`src/rtl/fdc_fifo_pkg.sv`:
```
package fdc_fifo_pkg;

    typedef enum logic [1:0] {
        RATE_500K = 2'b00,
        RATE_1M   = 2'b01,
        RATE_2M   = 2'b10,
        RATE_RSVD = 2'b11
    } rate_e;

    // Left shift applied to the 2 Mbps byte time for each rate.
    function automatic logic [1:0] rate_shift(input logic [1:0] sel);
        case (rate_e'(sel))
            RATE_2M: rate_shift = 2'd0;
            RATE_1M: rate_shift = 2'd1;
            default: rate_shift = 2'd2;
        endcase
    endfunction

endpackage

```
`src/rtl/fdc_fifo_store.sv`:
```
module fdc_fifo_store #(
    parameter int DEPTH  = 16,
    parameter int DATA_W = 8,
    localparam int PTR_W = (DEPTH > 1) ? $clog2(DEPTH) : 1,
    localparam int CNT_W = $clog2(DEPTH + 1)
) (
    input  logic              clk,
    input  logic              rst_n,
    input  logic              flush,
    input  logic              push,
    input  logic              pop,
    input  logic [DATA_W-1:0] wdata,
    output logic [DATA_W-1:0] head,
    output logic [CNT_W-1:0]  count
);

    typedef struct packed {
        logic [PTR_W-1:0] wp;
        logic [PTR_W-1:0] rp;
        logic [CNT_W-1:0] cnt;
    } st_t;

    st_t st_d, st_q;
    logic [DATA_W-1:0] mem_q [DEPTH];
    logic [PTR_W-1:0]  wp_inc, rp_inc;

    localparam bit POW2 = ((DEPTH & (DEPTH - 1)) == 0);

    generate
        if (POW2) begin : g_wrap_free
            assign wp_inc = st_q.wp + 1'b1;
            assign rp_inc = st_q.rp + 1'b1;
        end else begin : g_wrap_cmp
            assign wp_inc = (st_q.wp == PTR_W'(DEPTH - 1)) ? '0 : st_q.wp + 1'b1;
            assign rp_inc = (st_q.rp == PTR_W'(DEPTH - 1)) ? '0 : st_q.rp + 1'b1;
        end
    endgenerate

    always_comb begin
        st_d = st_q;
        if (flush) begin
            st_d = '0;
        end else begin
            if (push) st_d.wp = wp_inc;
            if (pop)  st_d.rp = rp_inc;
            case ({push, pop})
                2'b10:   st_d.cnt = st_q.cnt + 1'b1;
                2'b01:   st_d.cnt = st_q.cnt - 1'b1;
                default: st_d.cnt = st_q.cnt;
            endcase
        end
    end

    always_ff @(posedge clk or negedge rst_n) begin
        if (!rst_n) st_q <= '0;
        else        st_q <= st_d;
    end

    always_ff @(posedge clk) begin
        if (push && !flush) mem_q[st_q.wp] <= wdata;
    end

    assign head  = mem_q[st_q.rp];
    assign count = st_q.cnt;

    // R12-style guard: the controller never pushes into a full store.
    assert_no_overflow_R3: assert property (@(posedge clk) disable iff (!rst_n)
        (push && !pop && !flush) |-> (count < CNT_W'(DEPTH)));
    assert_no_underflow_R6: assert property (@(posedge clk) disable iff (!rst_n)
        (pop && !flush) |-> (count != '0));

endmodule

```
`src/rtl/fdc_service_timer.sv`:
```
module fdc_service_timer
    import fdc_fifo_pkg::*;
#(
    parameter int THR_W        = 4,
    parameter int BYTE_CLKS_2M = 400,
    parameter int GUARD_CLKS   = 150,
    localparam int LIM_W = $clog2(((1 << THR_W) * BYTE_CLKS_2M * 4) + 1)
) (
    input  logic             clk,
    input  logic             rst_n,
    input  logic             clear,
    input  logic             run,
    input  logic             serviced,
    input  logic [THR_W-1:0] thr,
    input  logic [1:0]       rate_sel,
    output logic             viol
);

    typedef struct packed {
        logic [LIM_W-1:0] cnt;
        logic             viol;
    } tm_t;

    tm_t tm_d, tm_q;
    logic [LIM_W-1:0] byte_clks, limit;

    always_comb begin
        byte_clks = LIM_W'(BYTE_CLKS_2M) << rate_shift(rate_sel);
        limit     = LIM_W'(thr) * byte_clks - LIM_W'(GUARD_CLKS);
        tm_d      = tm_q;
        if (clear) begin
            tm_d = '0;
        end else if (!run || serviced) begin
            tm_d.cnt = '0;
        end else if (tm_q.cnt != limit) begin
            tm_d.cnt = tm_q.cnt + 1'b1;
            if (tm_q.cnt == limit - 1'b1) tm_d.viol = 1'b1;
        end
    end

    always_ff @(posedge clk or negedge rst_n) begin
        if (!rst_n) tm_q <= '0;
        else        tm_q <= tm_d;
    end

    assign viol = tm_q.viol;

    assert_viol_needs_wait_R11: assert property (@(posedge clk) disable iff (!rst_n)
        $rose(viol) |-> ($past(run) && !$past(serviced)));

endmodule

```
`src/rtl/fdc_data_fifo.sv`:
```
module fdc_data_fifo
    import fdc_fifo_pkg::*;
#(
    parameter int DEPTH        = 16,
    parameter int DATA_W       = 8,
    parameter int BYTE_CLKS_2M = 400,
    parameter int GUARD_CLKS   = 150,
    localparam int THR_W = $clog2(DEPTH),
    localparam int CNT_W = $clog2(DEPTH + 1)
) (
    input  logic              clk,
    input  logic              rst_n,
    input  logic              cfg_load,
    input  logic              cfg_fifo_en,
    input  logic [THR_W-1:0]  cfg_thresh,
    input  logic [1:0]        rate_sel,
    input  logic              exec_start,
    input  logic              exec_active,
    input  logic              dir_read,
    input  logic              host_wr,
    input  logic [DATA_W-1:0] host_wdata,
    input  logic              host_rd,
    output logic [DATA_W-1:0] host_rdata,
    output logic              rqm,
    output logic              dio,
    output logic              dma_req,
    input  logic              dsk_put,
    input  logic [DATA_W-1:0] dsk_in,
    input  logic              dsk_take,
    output logic [DATA_W-1:0] dsk_out,
    input  logic              sector_end,
    output logic              overrun,
    output logic              underrun,
    output logic              cmd_abort,
    output logic              pad_active,
    output logic              crc_append,
    output logic              result_ready,
    output logic              latency_viol
);

    typedef struct packed {
        logic              fifo_en;
        logic [THR_W-1:0]  thr;
        logic              ovr;
        logic              und;
        logic              pad;
        logic              abort;
        logic              crc;
        logic [DATA_W-1:0] dout;
    } ctl_t;

    ctl_t ctl_d, ctl_q;

    logic              push, pop, full, empty, stopped, wide;
    logic              ovr_evt, und_evt;
    logic [CNT_W-1:0]  count, cap_eff;
    logic [THR_W-1:0]  thr_eff;
    logic [DATA_W-1:0] head, push_data;

    fdc_fifo_store #(.DEPTH(DEPTH), .DATA_W(DATA_W)) u_store (
        .clk   (clk),
        .rst_n (rst_n),
        .flush (exec_start),
        .push  (push),
        .pop   (pop),
        .wdata (push_data),
        .head  (head),
        .count (count)
    );

    always_comb begin
        wide      = exec_active && ctl_q.fifo_en;
        cap_eff   = wide ? CNT_W'(DEPTH) : CNT_W'(1);
        thr_eff   = wide ? ctl_q.thr : THR_W'(1);
        full      = (count >= cap_eff);
        empty     = (count == '0);
        stopped   = exec_active && (ctl_q.ovr || ctl_q.und);
        push_data = dir_read ? dsk_in : host_wdata;

        push    = 1'b0;
        pop     = 1'b0;
        ovr_evt = 1'b0;
        und_evt = 1'b0;
        if (!exec_start) begin
            if (dir_read) begin
                push    = dsk_put && !full && !stopped;
                pop     = host_rd && !empty;
                ovr_evt = exec_active && dsk_put && full && !stopped;
            end else begin
                push    = host_wr && !full && !stopped;
                pop     = dsk_take && !empty && !ctl_q.pad;
                und_evt = exec_active && dsk_take && empty && !stopped;
            end
        end

        ctl_d       = ctl_q;
        ctl_d.abort = ovr_evt || und_evt;
        ctl_d.crc   = 1'b0;
        if (cfg_load) begin
            ctl_d.fifo_en = cfg_fifo_en;
            ctl_d.thr     = (cfg_thresh == '0) ? THR_W'(1) : cfg_thresh;
        end
        if (!dir_read && dsk_take) ctl_d.dout = pop ? head : '0;
        if (exec_start) begin
            ctl_d.ovr = 1'b0;
            ctl_d.und = 1'b0;
            ctl_d.pad = 1'b0;
        end else begin
            if (ovr_evt) ctl_d.ovr = 1'b1;
            if (und_evt) begin
                ctl_d.und = 1'b1;
                ctl_d.pad = 1'b1;
            end else if (ctl_q.pad && sector_end) begin
                ctl_d.pad = 1'b0;
                ctl_d.crc = 1'b1;
            end
        end
    end

    always_ff @(posedge clk or negedge rst_n) begin
        if (!rst_n) begin
            ctl_q     <= '0;
            ctl_q.thr <= THR_W'(1);
        end else begin
            ctl_q <= ctl_d;
        end
    end

    assign host_rdata   = head;
    assign dio          = dir_read;
    assign rqm          = dir_read ? !empty : (!full && !stopped);
    assign dma_req      = exec_active && !stopped &&
                          (dir_read ? (count >= CNT_W'(thr_eff)) : (count < CNT_W'(thr_eff)));
    assign dsk_out      = ctl_q.dout;
    assign overrun      = ctl_q.ovr;
    assign underrun     = ctl_q.und;
    assign cmd_abort    = ctl_q.abort;
    assign pad_active   = ctl_q.pad;
    assign crc_append   = ctl_q.crc;
    assign result_ready = ctl_q.ovr && empty;

    fdc_service_timer #(
        .THR_W(THR_W), .BYTE_CLKS_2M(BYTE_CLKS_2M), .GUARD_CLKS(GUARD_CLKS)
    ) u_timer (
        .clk      (clk),
        .rst_n    (rst_n),
        .clear    (exec_start),
        .run      (dma_req),
        .serviced (host_wr || host_rd),
        .thr      (thr_eff),
        .rate_sel (rate_sel),
        .viol     (latency_viol)
    );

    assert_flush_empties_R5: assert property (@(posedge clk) disable iff (!rst_n)
        exec_start |=> (count == '0));
    assert_abort_single_R8: assert property (@(posedge clk) disable iff (!rst_n)
        cmd_abort |=> !cmd_abort);
    assert_pad_zero_R9: assert property (@(posedge clk) disable iff (!rst_n)
        (pad_active && dsk_take && !dir_read && !exec_start) |=> (dsk_out == '0));
    assert_crc_after_pad_R10: assert property (@(posedge clk) disable iff (!rst_n)
        crc_append |-> $past(pad_active));
    assert_result_drained_R8: assert property (@(posedge clk) disable iff (!rst_n)
        (result_ready && dir_read) |-> !rqm);

endmodule

```
`config.mk`:
```
export PLATFORM = sky130hd
export DESIGN_NAME = fdc_data_fifo
export DESIGN_NICKNAME = d
export VERILOG_FILES = /design/src/rtl/fdc_fifo_pkg.sv /design/src/rtl/fdc_fifo_store.sv /design/src/rtl/fdc_service_timer.sv /design/src/rtl/fdc_data_fifo.sv
export SDC_FILE = /design/constraint.sdc
export NUM_CORES = 1
export LEC_CHECK = 0
export BUFFER_PORTS_ARGS = -buffer_cell sky130_fd_sc_hd__buf_2
export CORE_ASPECT_RATIO = 0.8
export CORE_MARGIN = 10
export CORE_UTILIZATION = 52
export DETAILED_ROUTE_END_ITERATION = 12
export PLACE_DENSITY = 0.7
export SLEW_MARGIN = 25
export SYNTH_ARGS = -nofsm -noshare
export SYNTH_HDL_FRONTEND = slang
export SYNTH_SLANG_ARGS = --single-unit
```
`constraint.sdc`:
```
create_clock -name clk -period 11.9 [get_ports clk]
set_input_delay 3.57 -clock clk [delete_from_list [all_inputs] [get_ports clk]]
set_output_delay 3.57 -clock clk [all_outputs]
set_load 0.01 [all_outputs]
```
* Word level (Yosys, flattened, before mapping)
Memory sizes are Yosys's and may differ from the RTL's. Index checks and enable logic that the tools add are counted.
Word-level totals: bits in registers 47, bits in writable memories 128, input port bits 34, output and inout bits 26, logic and storage cells 113, memories 1
Memories:
- u_store.mem_q | words 16, bits a word 8, read ports 1, clocked after Yosys merged registers in 0, wr ports 1, line fdc_fifo_store.sv:24 | logic [DATA_W-1:0] mem_q [DEPTH];
Operators by class: $add $sub $neg 7, multipliers 1, magnitude comparators 3, equal/unequal tests 7, shift operators 1, multiplexer cells 35, reductions and logical operators 45
Operators by type and width (count):
- 2-to-1 mux 16 bit | 2
- logical AND 1 bit | 22
- 2-to-1 mux 1 bit | 21
- 2-to-1 mux 4 bit | 4
- 2-to-1 mux 8 bit | 2
- adder 15 x 1 -> 15 bit, second input constant | 1
- == test 15 bit | 1
- multiplier 4 x 15 -> 15 bit | 1
- 2-to-1 mux 15 bit | 1
- != test 15 bit | 1
- left shift 9 x 2 -> 15 bit, first input constant | 1
- subtractor 15 x 1 -> 15 bit, second input constant | 1
- subtractor 15 x 8 -> 15 bit, second input constant | 1
- 2-to-1 mux 13 bit | 1
- nonzero test 2 bit | 6
- case mux 5 bit (2 select lines) | 1
- nonzero test 3 bit | 3
- adder 4 x 1 -> 4 bit, second input constant | 2
- logical NOT 1 bit | 7
- adder 5 x 1 -> 5 bit, second input constant | 1
- >= comparator 5 x 4 -> 1 bit | 1
- >= comparator 5 bit | 1
- logical NOT 5 bit | 1
- < comparator 5 x 4 -> 1 bit | 1
- other kinds (10) | 15

* Logic depth before layout (Yosys ltp)
depth after elaboration 11, gate-level depth with buffers 17, mapped depth without buffers 17

* By module
Synthesis repeated with hierarchy kept, for this count alone.
Second synthesis, totals: cells, all modules 652, area total of the unflattened synthesis 9019.9 um2
By module, submodules not included:
- fdc_fifo_store | times used 1, cells an instance 307, area an instance 5808.1 um2, sequential area each 4169.0 um2
- fdc_service_timer | times used 1, cells an instance 217, area an instance 1991.9 um2, sequential area each 400.4 um2
- fdc_data_fifo | times used 1, cells an instance 128, area an instance 1219.9 um2, sequential area each 451.7 um2

* Worst setup path after synthesis
Ideal clock, no wire load.
kind input -> output, from input exec_active, to output dma_req, arrival 5182 ps, data required time 8330 ps, path slack 3148 ps, stages 9, buffers on the path 1, cell sequence and3_1 > clkbuf_1 > inv_1 > ha_1 > a21o_1 > a211oi_2 > a21oi_1 > a311o_1 > inv_1
Between the ends: cells in the longest elaborated chain, start to end 5, elaborated cells on any way between the ends 9, classes of those cells order compare: 2; mux: 2; reduce/logical: 5
RTL lines:
- start: declaration | line fdc_data_fifo.sv:18 | input logic exec_active,
- logical AND 1 bit | line fdc_data_fifo.sv:72 | wide = exec_active && ctl_q.fifo_en;
- 2-to-1 mux 4 bit | line fdc_data_fifo.sv:74 | thr_eff = wide ? ctl_q.thr : THR_W'(1);
- < comparator 5 x 4 -> 1 bit or >= comparator 5 x 4 -> 1 bit (tied branches) | line fdc_data_fifo.sv:133 | (dir_read ? (count >= CNT_W'(thr_eff)) : (count < CNT_W'(thr_eff)));
- 2-to-1 mux 1 bit | line fdc_data_fifo.sv:133
- logical AND 1 bit * | line fdc_data_fifo.sv:132 | assign dma_req = exec_active && !stopped &&
- end: declaration | line fdc_data_fifo.sv:26 | output logic dma_req,
Mark *: on every way between the ends. The rest lies on a longest branch, timed or not.

* Worst setup path in the final report
Ends and elaborated chain as after synthesis.

==> impl_metrics.tcl <==
set metrics [dict create \
    status "completed" \
    path_max_fanout 8 \
    r2r_cells 16 \
    synth_ff_type "edfxtp_1" \
    power_density_nw_per_um2 180 \
    vias 5159 \
    num-nets-final 766 \
    hold_viol 0 \
    maxCapViolCount 0 \
    antenna_found_initial 0 \
    required_ps 8330 \
    reg2reg_from "ctl_q[17]" \
    io_pins 60 \
    diodes 0 \
    drc_errors 0 \
    critical_path_arrival_ps 5480 \
    synth_edf_count 128 \
    synth_nets 718 \
    critPathKind "in2out" \
    gp_congestion 0.899 \
    cts_buffers 17 \
    cts_buffer_depth 2 \
    avgViaCountPerCell 5.67 \
    drtPass1Iterations 5 \
    synth_cell_types 55 \
    clkLatencyLatePin_ps 430 \
    htreeDepth 4 \
    drt_wl_total_mm 18.0 \
    dp_hpwl_mm 12.6 \
    path_buf_inv 4 \
    drt_iter0_drc 461 \
    swShare_pct 29.8 \
    grt_max_degree 48 \
    netlist_top_cells_area "edfxtp_1 (44%), dfrtp_1 (13%), mux4_2 (8.2%)" \
    die_w_um 165 \
    drive_above_1_share_pct 22.0 \
    finalSetupViolCount 0 \
    cts_tree "yes" \
    fin_util_pct 59.4 \
    grt_use_total_pct 16.5 \
    synth.avg_cell_area_um2 14.0 \
    post-place-ws_ps 2860 \
    grt_pass1_wl_mm 28.5 \
    hold_start "u_timer.viol" \
    ys_warn_count 0 \
    post-synth-top-area-cell "edfxtp_1" \
    syn_to_final_growth_pct 11.7 \
    grt_pass1_vias 5262 \
    crit_cells 10 \
    period_share_pct 76.1 \
    comb_power_share_pct 27.7 \
    hold_class "reg2reg" \
    die_h_um 136 \
    synth_top_area_share_pct 43.7 \
    postRouteAntennaNets 0 \
    synth-seq-cells 175 \
    wl_per_cell_um 19.7 \
    rrSetupSlack_ps 7400 \
    crit_path_end_kind "output pin" \
    io_buffers 59 \
    die_area_um2 22600 \
    cts_hold_buf 0 \
    slew_viol_final 0 \
    rsz0062_at_grt "false" \
    setup_tns_ps 0 \
    critPathSlowestCell "a311o_1" \
    r2r_end "u_timer.tm_q[2]" \
    critPathTopFamily "compound AO/OA/AOI/OAI gates" \
    seq_power_share_pct 40.7 \
    ys_seq_area_share_pct 57.1 \
    max_slew.worst_pin.slew_ps 824 \
    fmax_mhz 110 \
    core_um2 16600 \
    final.min_clock_period_ps 9050 \
    start_kind "input port" \
    p_switching_mw 0.527 \
    slew_headroom_pct 44.7 \
    cts.root.buffer_cell "clkbuf_16" \
    clk_pin_slew_ps 70 \
    core.rowCount 42 \
    post_cts_resized 0 \
    power_frac_clock_pct 31.6 \
    slowest_delay_ps 350 \
    p_int_mw 1.24 \
    overflow 0 \
    syn_area_um2 8800 \
    synth_common_cells "edfxtp_1 (128), dfrtp_1 (46), ha_1 (42), nor2_1 (37), inv_1 (35)" \
    worstPathCellList "buf_2, and3_1, inv_1, ha_1, a21o_1, a211oi_2, a21oi_1, a311o_1, inv_1, buf_2" \
    post-cts-setup-buffers 0 \
    peakVddDrop_uv 105 \
    setup_slack_ps 2850 \
    async_flop_share_pct 26.9 \
    hold_path_depth 2 \
    hold_path_end "u_timer.viol" \
    cts_sinks 175 \
    synth_cells 629 \
    yosysMostFrequentCell "edfxtp_1" \
    finClkSkew_ps 10.2 \
    leakagePower_nw 3.81 \
    start_util_pct 53.1 \
]
-- power by group through the flow --
stage,Combinational (mW),Sequential (mW),Clock (mW)
final,0.491,0.720,0.559
after global placement,0.478,0.731,0
after CTS,0.494,0.721,0.567
after detailed placement,0.493,0.733,0
after floorplan,0.389,0.715,0
after global routing,0.544,0.725,0.592
-- flip-flops by register name (all words and copies together) (netlist names) --
| register | cells |
|---|---|
| cmd_abort | 1 |
| crc_append | 1 |
| ctl_q | 5 |
| dsk_out | 8 |
| overrun | 1 |
| pad_active | 1 |
| u_store.count | 5 |
| u_store.mem_q | 128 |
| u_store.st_q | 8 |
| u_timer.tm_q | 15 |
| u_timer.viol | 1 |
| underrun | 1 |
-- worst max-delay path by stage --
stage                         end        start  slack, ps
after floorplan           dma_req  exec_active       3150
after global placement    dma_req  exec_active       2920
after detailed placement  dma_req  exec_active       2860
after CTS                 dma_req  exec_active       2850
after global routing      dma_req  exec_active       2720
final                     dma_req  exec_active       2850
-- layout by cell type, fill, tap and decap left out, types with 18 or more instances in the layout --
cell       count
edfxtp_1     128
buf_2         58
dfrtp_1       45
ha_1          42
nor2_1        37
inv_1         35
mux4_2        32
nand2_1       31
a21oi_1       25
and3_1        25
xnor2_1       22
clkbuf_16     20
xor2_1        18
-- through the flow --
| stage | instance area (um^2) | std cells | hold WS [ps] | power [mW] |
|---|---|---|---|---|
| 2_1_floorplan | 8800 | 629 | 472 | 1.10 |
| 3_3_place_gp | 9210 | 878 | 469 | 1.21 |
| 3_5_place_dp | 9220 | 878 | 475 | 1.23 |
| 4_1_cts | 9830 | 910 | 501 | 1.78 |
| 5_1_grt | 9830 | 910 | 515 | 1.86 |
| 6_report | 9830 | 910 | 495 | 1.77 |
-- layer usage --
layer  part of all wire, %  track usage, %  routed length (um)
met3                   6.4            3.99                1160
met1                    46            22.9                8210
met5                     0               0                   0
met4                  0.91            4.53                 164
met2                    47            25.3                8430
-- cell type report --
class                   instances  area (um^2)
clock buffers                  25          561
fillers                      1264         6720
multi-input cells             385         3460
clock inverters                 7         55.1
flip-flops and latches        175         5020
inverters                      36          135
well taps                     220          275
repair buffers                 62          320
-- kinds of logic after synthesis --
logic type | Yosys count | share of synthesized area, %
compound gates | 68 | 5.36
mux | 54 | 10.9
flops | 175 | 57.1
xor+xnor | 41 | 4.30
simple gates | 167 | 9.90
buf+inv | 69 | 3.57
fa+ha+maj | 55 | 8.93
-- worst register-to-register path: stages, from the launching register on --
cell,delay (ps)
dfrtp_1,420
and3_1,340
and2_1,240
inv_1,70
fa_1,490
inv_1,60
fa_1,460
ha_1,310
inv_1,60
fa_1,450
xor2_1,200
xnor2_1,130
nor4_1,210
o2111ai_1,210
nor4_2,480
or2_2,190
a21oi_1,50
(Power assumes the default switching activity.)
